===== src/rtl/urx_pkg.sv =====
package urx_pkg;

    localparam int unsigned CHAR_W = 8;

    typedef enum logic [1:0] {
        PAR_ODD   = 2'd0,
        PAR_EVEN  = 2'd1,
        PAR_MARK  = 2'd2,
        PAR_SPACE = 2'd3
    } par_kind_e;

    typedef enum logic [2:0] {
        RX_IDLE,
        RX_START,
        RX_DATA,
        RX_PAR,
        RX_STOP,
        RX_HOLD
    } rx_state_e;

    typedef struct packed {
        logic              brk;
        logic              frm;
        logic              par;
        logic [CHAR_W-1:0] data;
    } rx_entry_t;

    // number of data bits for a word-length code
    function automatic logic [3:0] bits_of(input logic [1:0] code);
        return 4'd5 + {2'b00, code};
    endfunction

    // bits are shifted in from the top; move the character down to bit 0
    function automatic logic [CHAR_W-1:0] align_char(input logic [CHAR_W-1:0] sh,
                                                     input logic [1:0] code);
        return sh >> (2'd3 - code);
    endfunction

    function automatic logic parity_bad(input logic [CHAR_W-1:0] d,
                                        input logic pbit,
                                        input par_kind_e kind);
        logic bad;
        unique case (kind)
            PAR_ODD:  bad = ~(^d ^ pbit);
            PAR_EVEN: bad = ^d ^ pbit;
            PAR_MARK: bad = ~pbit;
            default:  bad = pbit;
        endcase
        return bad;
    endfunction

    function automatic logic has_tag(input rx_entry_t e);
        return e.brk | e.frm | e.par;
    endfunction

endpackage


===== src/rtl/urx_deframer.sv =====
module urx_deframer
    import urx_pkg::*;
#(
    parameter int unsigned OVS = 16
) (
    input  logic       clk,
    input  logic       rst,
    input  logic       tick,
    input  logic       rx,
    input  logic [1:0] wlen,
    input  logic       par_en,
    input  logic [1:0] par_sel,
    output logic       vld,
    output rx_entry_t  ent
);

    localparam int unsigned CNT_W = $clog2(OVS);
    localparam int unsigned MID   = OVS / 2 - 1;
    localparam int unsigned LAST  = OVS - 1;

    rx_state_e         st;
    logic [CNT_W-1:0]  cnt;
    logic [2:0]        idx;
    logic [CHAR_W-1:0] sh;
    logic              pbit;
    logic              allz;

    logic              at_end;
    logic              last_bit;
    logic              brk_now;
    logic [CHAR_W-1:0] d_al;
    rx_entry_t         built;

    assign at_end   = (cnt == CNT_W'(LAST));
    assign last_bit = ({1'b0, idx} == bits_of(wlen) - 4'd1);

    always_comb begin
        brk_now    = allz & ~rx;
        d_al       = align_char(sh, wlen);
        built.brk  = brk_now;
        built.frm  = ~rx;
        built.par  = ~brk_now & par_en & parity_bad(d_al, pbit, par_kind_e'(par_sel));
        built.data = brk_now ? '0 : d_al;
    end

    always_ff @(posedge clk) begin
        if (rst) begin
            st   <= RX_IDLE;
            cnt  <= '0;
            idx  <= '0;
            sh   <= '0;
            pbit <= 1'b0;
            allz <= 1'b0;
            vld  <= 1'b0;
            ent  <= '0;
        end else begin
            vld <= 1'b0;
            if (tick) begin
                case (st)
                    RX_IDLE: begin
                        if (!rx) begin
                            st  <= RX_START;
                            cnt <= '0;
                        end
                    end
                    RX_START: begin
                        if (cnt == CNT_W'(MID)) begin
                            cnt <= '0;
                            if (rx) begin
                                st <= RX_IDLE;
                            end else begin
                                st   <= RX_DATA;
                                idx  <= '0;
                                allz <= 1'b1;
                            end
                        end else begin
                            cnt <= cnt + CNT_W'(1);
                        end
                    end
                    RX_DATA: begin
                        if (at_end) begin
                            cnt  <= '0;
                            sh   <= {rx, sh[CHAR_W-1:1]};
                            allz <= allz & ~rx;
                            if (last_bit) begin
                                st <= par_en ? RX_PAR : RX_STOP;
                            end else begin
                                idx <= idx + 3'd1;
                            end
                        end else begin
                            cnt <= cnt + CNT_W'(1);
                        end
                    end
                    RX_PAR: begin
                        if (at_end) begin
                            cnt  <= '0;
                            pbit <= rx;
                            allz <= allz & ~rx;
                            st   <= RX_STOP;
                        end else begin
                            cnt <= cnt + CNT_W'(1);
                        end
                    end
                    RX_STOP: begin
                        if (at_end) begin
                            cnt <= '0;
                            vld <= 1'b1;
                            ent <= built;
                            st  <= brk_now ? RX_HOLD : RX_IDLE;
                        end else begin
                            cnt <= cnt + CNT_W'(1);
                        end
                    end
                    RX_HOLD: begin
                        if (rx) st <= RX_IDLE;
                    end
                    default: st <= RX_IDLE;
                endcase
            end
        end
    end

endmodule


===== src/rtl/urx_tagfifo.sv =====
module urx_tagfifo
    import urx_pkg::*;
#(
    parameter int unsigned DEPTH = 64
) (
    input  logic      clk,
    input  logic      rst,
    input  logic      push,
    input  rx_entry_t wr_ent,
    input  logic      pop,
    output rx_entry_t head,
    output logic      empty,
    output logic      push_ok,
    output logic      pop_ok
);

    localparam int unsigned AW = $clog2(DEPTH);
    localparam int unsigned LW = $clog2(DEPTH + 1);

    rx_entry_t       mem [DEPTH];
    logic [AW-1:0]   wp;
    logic [AW-1:0]   rp;
    logic [LW-1:0]   lvl;
    logic            full;

    assign empty   = (lvl == '0);
    assign full    = (lvl == LW'(DEPTH));
    assign pop_ok  = pop & ~empty;
    assign push_ok = push & (~full | pop_ok);
    assign head    = mem[rp];

    always_ff @(posedge clk) begin
        if (push_ok) mem[wp] <= wr_ent;
    end

    always_ff @(posedge clk) begin
        if (rst) begin
            wp  <= '0;
            rp  <= '0;
            lvl <= '0;
        end else begin
            if (push_ok) wp <= (wp == AW'(DEPTH - 1)) ? '0 : wp + AW'(1);
            if (pop_ok)  rp <= (rp == AW'(DEPTH - 1)) ? '0 : rp + AW'(1);
            lvl <= lvl + LW'(push_ok) - LW'(pop_ok);
        end
    end

endmodule


===== src/rtl/urx_tag_tally.sv =====
module urx_tag_tally #(
    parameter int unsigned DEPTH = 64
) (
    input  logic clk,
    input  logic rst,
    input  logic inc,
    input  logic dec,
    output logic any
);

    localparam int unsigned LW = $clog2(DEPTH + 1);

    logic [LW-1:0] cnt;

    assign any = (cnt != '0);

    always_ff @(posedge clk) begin
        if (rst) begin
            cnt <= '0;
        end else begin
            unique case ({inc, dec})
                2'b10:   cnt <= cnt + LW'(1);
                2'b01:   cnt <= cnt - LW'(1);
                default: cnt <= cnt;
            endcase
        end
    end

endmodule


===== src/rtl/urx_top.sv =====
module urx_top
    import urx_pkg::*;
#(
    parameter int unsigned OVS   = 16,
    parameter int unsigned DEPTH = 64
) (
    input  logic       clk,
    input  logic       rst,
    input  logic       baud_tick,
    input  logic       rx_in,
    input  logic [1:0] cfg_wlen,
    input  logic       cfg_par_en,
    input  logic [1:0] cfg_par_sel,
    input  logic       rd_pop,
    input  logic       st_rd,
    output logic [7:0] rd_data,
    output logic       st_ready,
    output logic       st_overrun,
    output logic       st_brk,
    output logic       st_frm,
    output logic       st_par,
    output logic       st_fifo_err
);

    logic      chr_vld;
    rx_entry_t chr_ent;
    rx_entry_t head;
    logic      empty;
    logic      push_ok;
    logic      pop_ok;
    logic      drop;
    logic      ovr_q;

    urx_deframer #(.OVS(OVS)) i_deframer (
        .clk     (clk),
        .rst     (rst),
        .tick    (baud_tick),
        .rx      (rx_in),
        .wlen    (cfg_wlen),
        .par_en  (cfg_par_en),
        .par_sel (cfg_par_sel),
        .vld     (chr_vld),
        .ent     (chr_ent)
    );

    urx_tagfifo #(.DEPTH(DEPTH)) i_fifo (
        .clk     (clk),
        .rst     (rst),
        .push    (chr_vld),
        .wr_ent  (chr_ent),
        .pop     (rd_pop),
        .head    (head),
        .empty   (empty),
        .push_ok (push_ok),
        .pop_ok  (pop_ok)
    );

    urx_tag_tally #(.DEPTH(DEPTH)) i_tally (
        .clk (clk),
        .rst (rst),
        .inc (push_ok & has_tag(chr_ent)),
        .dec (pop_ok & has_tag(head)),
        .any (st_fifo_err)
    );

    assign drop = chr_vld & ~push_ok;

    always_ff @(posedge clk) begin
        if (rst) ovr_q <= 1'b0;
        else     ovr_q <= (ovr_q & ~st_rd) | drop;
    end

    assign st_ready   = ~empty;
    assign st_overrun = ovr_q;
    assign rd_data    = empty ? '0 : head.data;
    assign st_brk     = ~empty & head.brk;
    assign st_frm     = ~empty & head.frm;
    assign st_par     = ~empty & head.par;

endmodule


===== config.mk =====
export PLATFORM = sky130hd
export DESIGN_NAME = urx_top
export DESIGN_NICKNAME = d
export VERILOG_FILES = /design/src/rtl/urx_pkg.sv /design/src/rtl/urx_deframer.sv /design/src/rtl/urx_tagfifo.sv /design/src/rtl/urx_tag_tally.sv /design/src/rtl/urx_top.sv
export SDC_FILE = /design/constraint.sdc
export NUM_CORES = 1
export LEC_CHECK = 0
export ABC_AREA = 1
export BUFFER_PORTS_ARGS = -buffer_cell sky130_fd_sc_hd__buf_2
export CAP_MARGIN = 10
export CELL_PAD_IN_SITES_DETAIL_PLACEMENT = 1
export CELL_PAD_IN_SITES_GLOBAL_PLACEMENT = 2
export CORE_UTILIZATION = 35
export DETAILED_ROUTE_END_ITERATION = 10
export MAX_ROUTING_LAYER = met4
export PLACE_DENSITY_LB_ADDON = 0.1
export SLEW_MARGIN = 20
export SYNTH_ARGS = -nofsm -noshare
export SYNTH_HDL_FRONTEND = slang
export SYNTH_HIERARCHICAL = 1
export SYNTH_SLANG_ARGS = --single-unit

===== constraint.sdc =====
create_clock -name clk -period 6.17 [get_ports clk]
set_input_delay 0 -clock clk [delete_from_list [all_inputs] [get_ports clk]]
set_output_delay 0 -clock clk [all_outputs]
set_load 0.005 [all_outputs]

==> summary.md <==
| Metric | Value |
|---|---|
| Count of cells along the worst hold path | `3` |
| Growth of design area from synthesis to finish | `13.58%` |
| Yosys Warn Count | `6` |
| Worst hold-check path type | `in -> reg` |
| Hold Fails Final Rpt | `0` |
| Worst setup skew after layout | `0.03023 ns` |
| Clock latency at the later pin of the worst-skew pair | `0.64 ns` |
| Max Fclk | `0.2268 GHz` |
| Number of library cell types mapped by synthesis | `47` |
| Number of buffers inserted by post-CTS setup repair | `0` |
| Slew @ Worst Pin | `1.122 ns` |
| Critical path start-end classification | `reg -> reg` |
| Detailed router's first-iteration violation count | `1,559` |
| Sequential area share after synthesis | `68.72%` |
| Largest fanout on the critical path | `106` |
| Residual antenna-violating net count after detailed routing | `0` |
| Normalized max-slew margin | `25.00%` |
| Post-detail-place hpwl | `57.55 mm` |
| Full die area | `94,530 um^2` |
| GRT overflow | `0` |
| Root buffer cell | `clkbuf_16` |
| Clock-pin slew on the worst setup and hold paths | `0.06 ns` |
| Post-Synthesis Cells | `3,038` |
| DRC violation count after routing | `0` |
| Startpoint kind of the worst setup timing path | `flip-flop` |
| Category of the worst setup path capture point | `flip-flop` |
| Via/cell ratio | `5.115` |
| Number of nets in the synthesized netlist | `3,066` |
| Die height | `307.5 um` |
| Crit share post-route | `71.47%` |
| Final count of negative-setup-slack endpoints | `0` |
| DR vias | `22,360` |
| Number of resized instances in the post-cts repair step | `0` |
| CTS tree | `built` |
| Synth top cells by count | `nand2_1, edfxtp_1, nand3_1` |
| Pre-Repair DR Iteration Count | `5` |
| Wire length of the first global-routing pass | `149.0 mm` |
| Primary flip-flop cell chosen by synthesis mapping | `edfxtp_1` |
| Clk pwr share | `39.7%` |
| IR drop worst, VDD | `0.2210 mV` |
| Post-synth EDFFs | `704` |
| Initial Utilization | `35.46%` |
| H-tree Lvls | `3` |
| Num CTS Buffers | `88` |
| Number of max-capacitance violations reported | `0` |
| Overall track demand over capacity in global routing | `21.73%` |
| Worst hold slack after final layout | `0.1381 ns` |
| Initial antenna violation count | `2` |
| Total wire length after detailed routing | `98.20 mm` |
| Final TNS setup | `0 ns` |
| Row Count | `111` |
| Worst Hold Launch | `rx_in` |
| Routability Congestion | `0.8188` |
| Diode count | `0` |
| Combinational Power Share | `17.1%` |
| IO Count | `25` |
| Die Width | `307.5 um` |
| Via count of the first global-routing pass | `23,350` |
| Switching share of power | `28.64%` |
| Dominant cells by area after synthesis | `edfxtp_1, nand2_1, nand3_1, dfxtp_1, nor2_1` |
| Proportion of netlist area held by the largest area contributor | `64.74%` |
| Leak Pwr | `14.22 nW` |
| Relative contribution of sequential cells to total power | `43.2%` |
| Final worst path period need | `4.410 ns` |
| Synthesized area per cell | `10.75 um^2` |
| Wirelength per Cell | `22.47 um` |
| Status | `finished clean` |
| Pint | `9.436 mW` |
| Cell count of the worst reg-to-reg path | `25` |
| Setup repair after global routing missed its margin | `no` |
| Required @ worst endpoint | `6.71 ns` |
| PwrDens | `356.5 nW/um^2` |
| Fraction of layout instances using a drive strength above 1 | `10.42%` |
| Switch Pwr | `3.788 mW` |
| Synthesized flop and latch total | `769` |
| Count leader, synth | `nand2_1` |
| Pin count of the biggest net entering global routing | `177` |
| Total standard cell area after synthesis | `32,660 um^2` |
| Port Buffers | `24` |
| Net count of the finished layout | `3,084` |
| Core footprint | `92,080 um^2` |
| Util after Layout | `40.28%` |
| Most area-hungry cell type in the Yosys netlist | `edfxtp_1` |
| Clock Sink Count | `769` |
| Fraction of synthesis flops using an asynchronous set or reset pin | `0%` |
| Crit path arrival time | `4.95 ns` |
| Fin. max-slew vios | `0` |
| Maximum count of clock buffers along a single path | `3` |
[final cells by class]
class | count | area, um^2
Inverter | 111 | 435.4
Clock buffer | 113 | 2411
Fill cell | 9990 | 54990
Timing Repair Buffer | 93 | 708.2
Tap cell | 1243 | 1555
Sequential cell | 769 | 22470
Multi-Input combinational cell | 1993 | 9035
Clock inverter | 49 | 476.7
[routing by layer]
layer | part of all wire (%) | vias up | global-route usage (%)
met1 | 46 | 11290 | 29.16
met3 | 3.5 | 140 | 2.237
met4 | 2.5 | 0 | 6.792
li1 | - | 10530 | -
met2 | 48 | 399 | 34.75
met5 | 0 | - | -
[layout by cell type (no fill, tap or decap), drive strengths merged, types with 2 or more instances in the layout]
master       count
clkinv          38
nand4            9
o211ai           2
nand2         1066
nor4             3
a21boi           2
ha              16
nor2           127
nand3          645
nor3b            2
o21ai           38
inv            109
nor3             8
a211oi           3
bufinv           9
xor2             7
nand3b           2
clkinvlp         4
clkbuf         113
buf             80
dfxtp           65
a21oi           49
o31ai            3
dlygate4sd3     13
xnor2            3
edfxtp         704
[registers in the layout, indices dropped and copies added (netlist names), 3 cells and up, named ones only]
signal	cells
i_tally/cnt	7
i_deframer/sh	8
i_fifo/mem	704
i_fifo/lvl	7
i_deframer/st	3
i_deframer/idx	3
i_deframer/ent	11
i_fifo/wp	6
i_deframer/cnt	4
i_fifo/rp	6
[stage by stage]
| stage | instances | total power, mW | setup slack [ns] | area, um^2 |
|---|---|---|---|---|
| floorplan | 3038 | 7.392 | 3.248 | 32660 |
| global route | 4371 | 13.83 | 1.291 | 37090 |
| global placement | 4196 | 8.085 | 1.788 | 33960 |
| detailed placement | 4196 | 8.114 | 1.784 | 34030 |
| finish | 4371 | 13.22 | 1.760 | 37090 |
| CTS | 4371 | 13.41 | 1.756 | 37050 |
[path summary, 6_finish.rpt]
| kind | endpoint | slack [ns] |
|---|---|---|
| worst max-delay path | i_tally/cnt[6] | 1.76 |
| worst min register to register | i_deframer/ent[4] | 0.46 |
| worst max register to register | i_tally/cnt[6] | 1.76 |
| worst min-delay path | i_deframer/ent[9] | 0.14 |
[power groups by stage]
stage / logic [mW] / registers (mW) / clock network, mW
2_1_floorplan: 1.59 / 5.81 / 0
3_3_place_gp: 2.26 / 5.82 / 0
6_report: 2.26 / 5.72 / 5.25
5_1_grt: 2.53 / 5.72 / 5.58
4_1_cts: 2.30 / 5.72 / 5.40
3_5_place_dp: 2.29 / 5.83 / 0
[logic make-up (layout without fill, tap and decap cells)]
| kind of cell | after synthesis | in the layout | share of synthesized area (%) |
|---|---|---|---|
| xor gates and xnor gates | 10 | 10 | 0.2682 |
| and+or+nand+nor | 1863 | 1863 | 24.64 |
| DFF | 769 | 769 | 68.72 |
| AOI/OAI and AO/OA | 103 | 103 | 1.732 |
| adders and majority gates | 17 | 17 | 0.6744 |
| buffers and inverters | 276 | 366 | 3.966 |
[what timing repair did]
item,CTS,global route
hold endpoints to repair,49,0
hold buffers,13,0
endpoints found under the setup margin,0,0
[worst max-delay path: stages (launching register included)]
cell and delay (ns):
dfxtp_4 0.37, inv_8 0.48, buf_4 0.50, nand2_1 0.09, nand3_1 0.09, nand3_1 0.09
nand2_1 0.09, nand2_1 0.05, nand3_1 0.16, nand3_1 0.10, nand2_1 0.13, nor2_1 0.05
a21boi_0 0.17, buf_4 0.18, ha_1 0.49, nand2_1 0.14, nand2_2 0.11, inv_1 0.04
ha_1 0.16, a21oi_1 0.26, nand3b_1 0.18, nand2_1 0.06, nand2_1 0.05, nand3_1 0.06
nand2_1 0.06, inv_1 0.04
(Power assumes the default switching activity.)
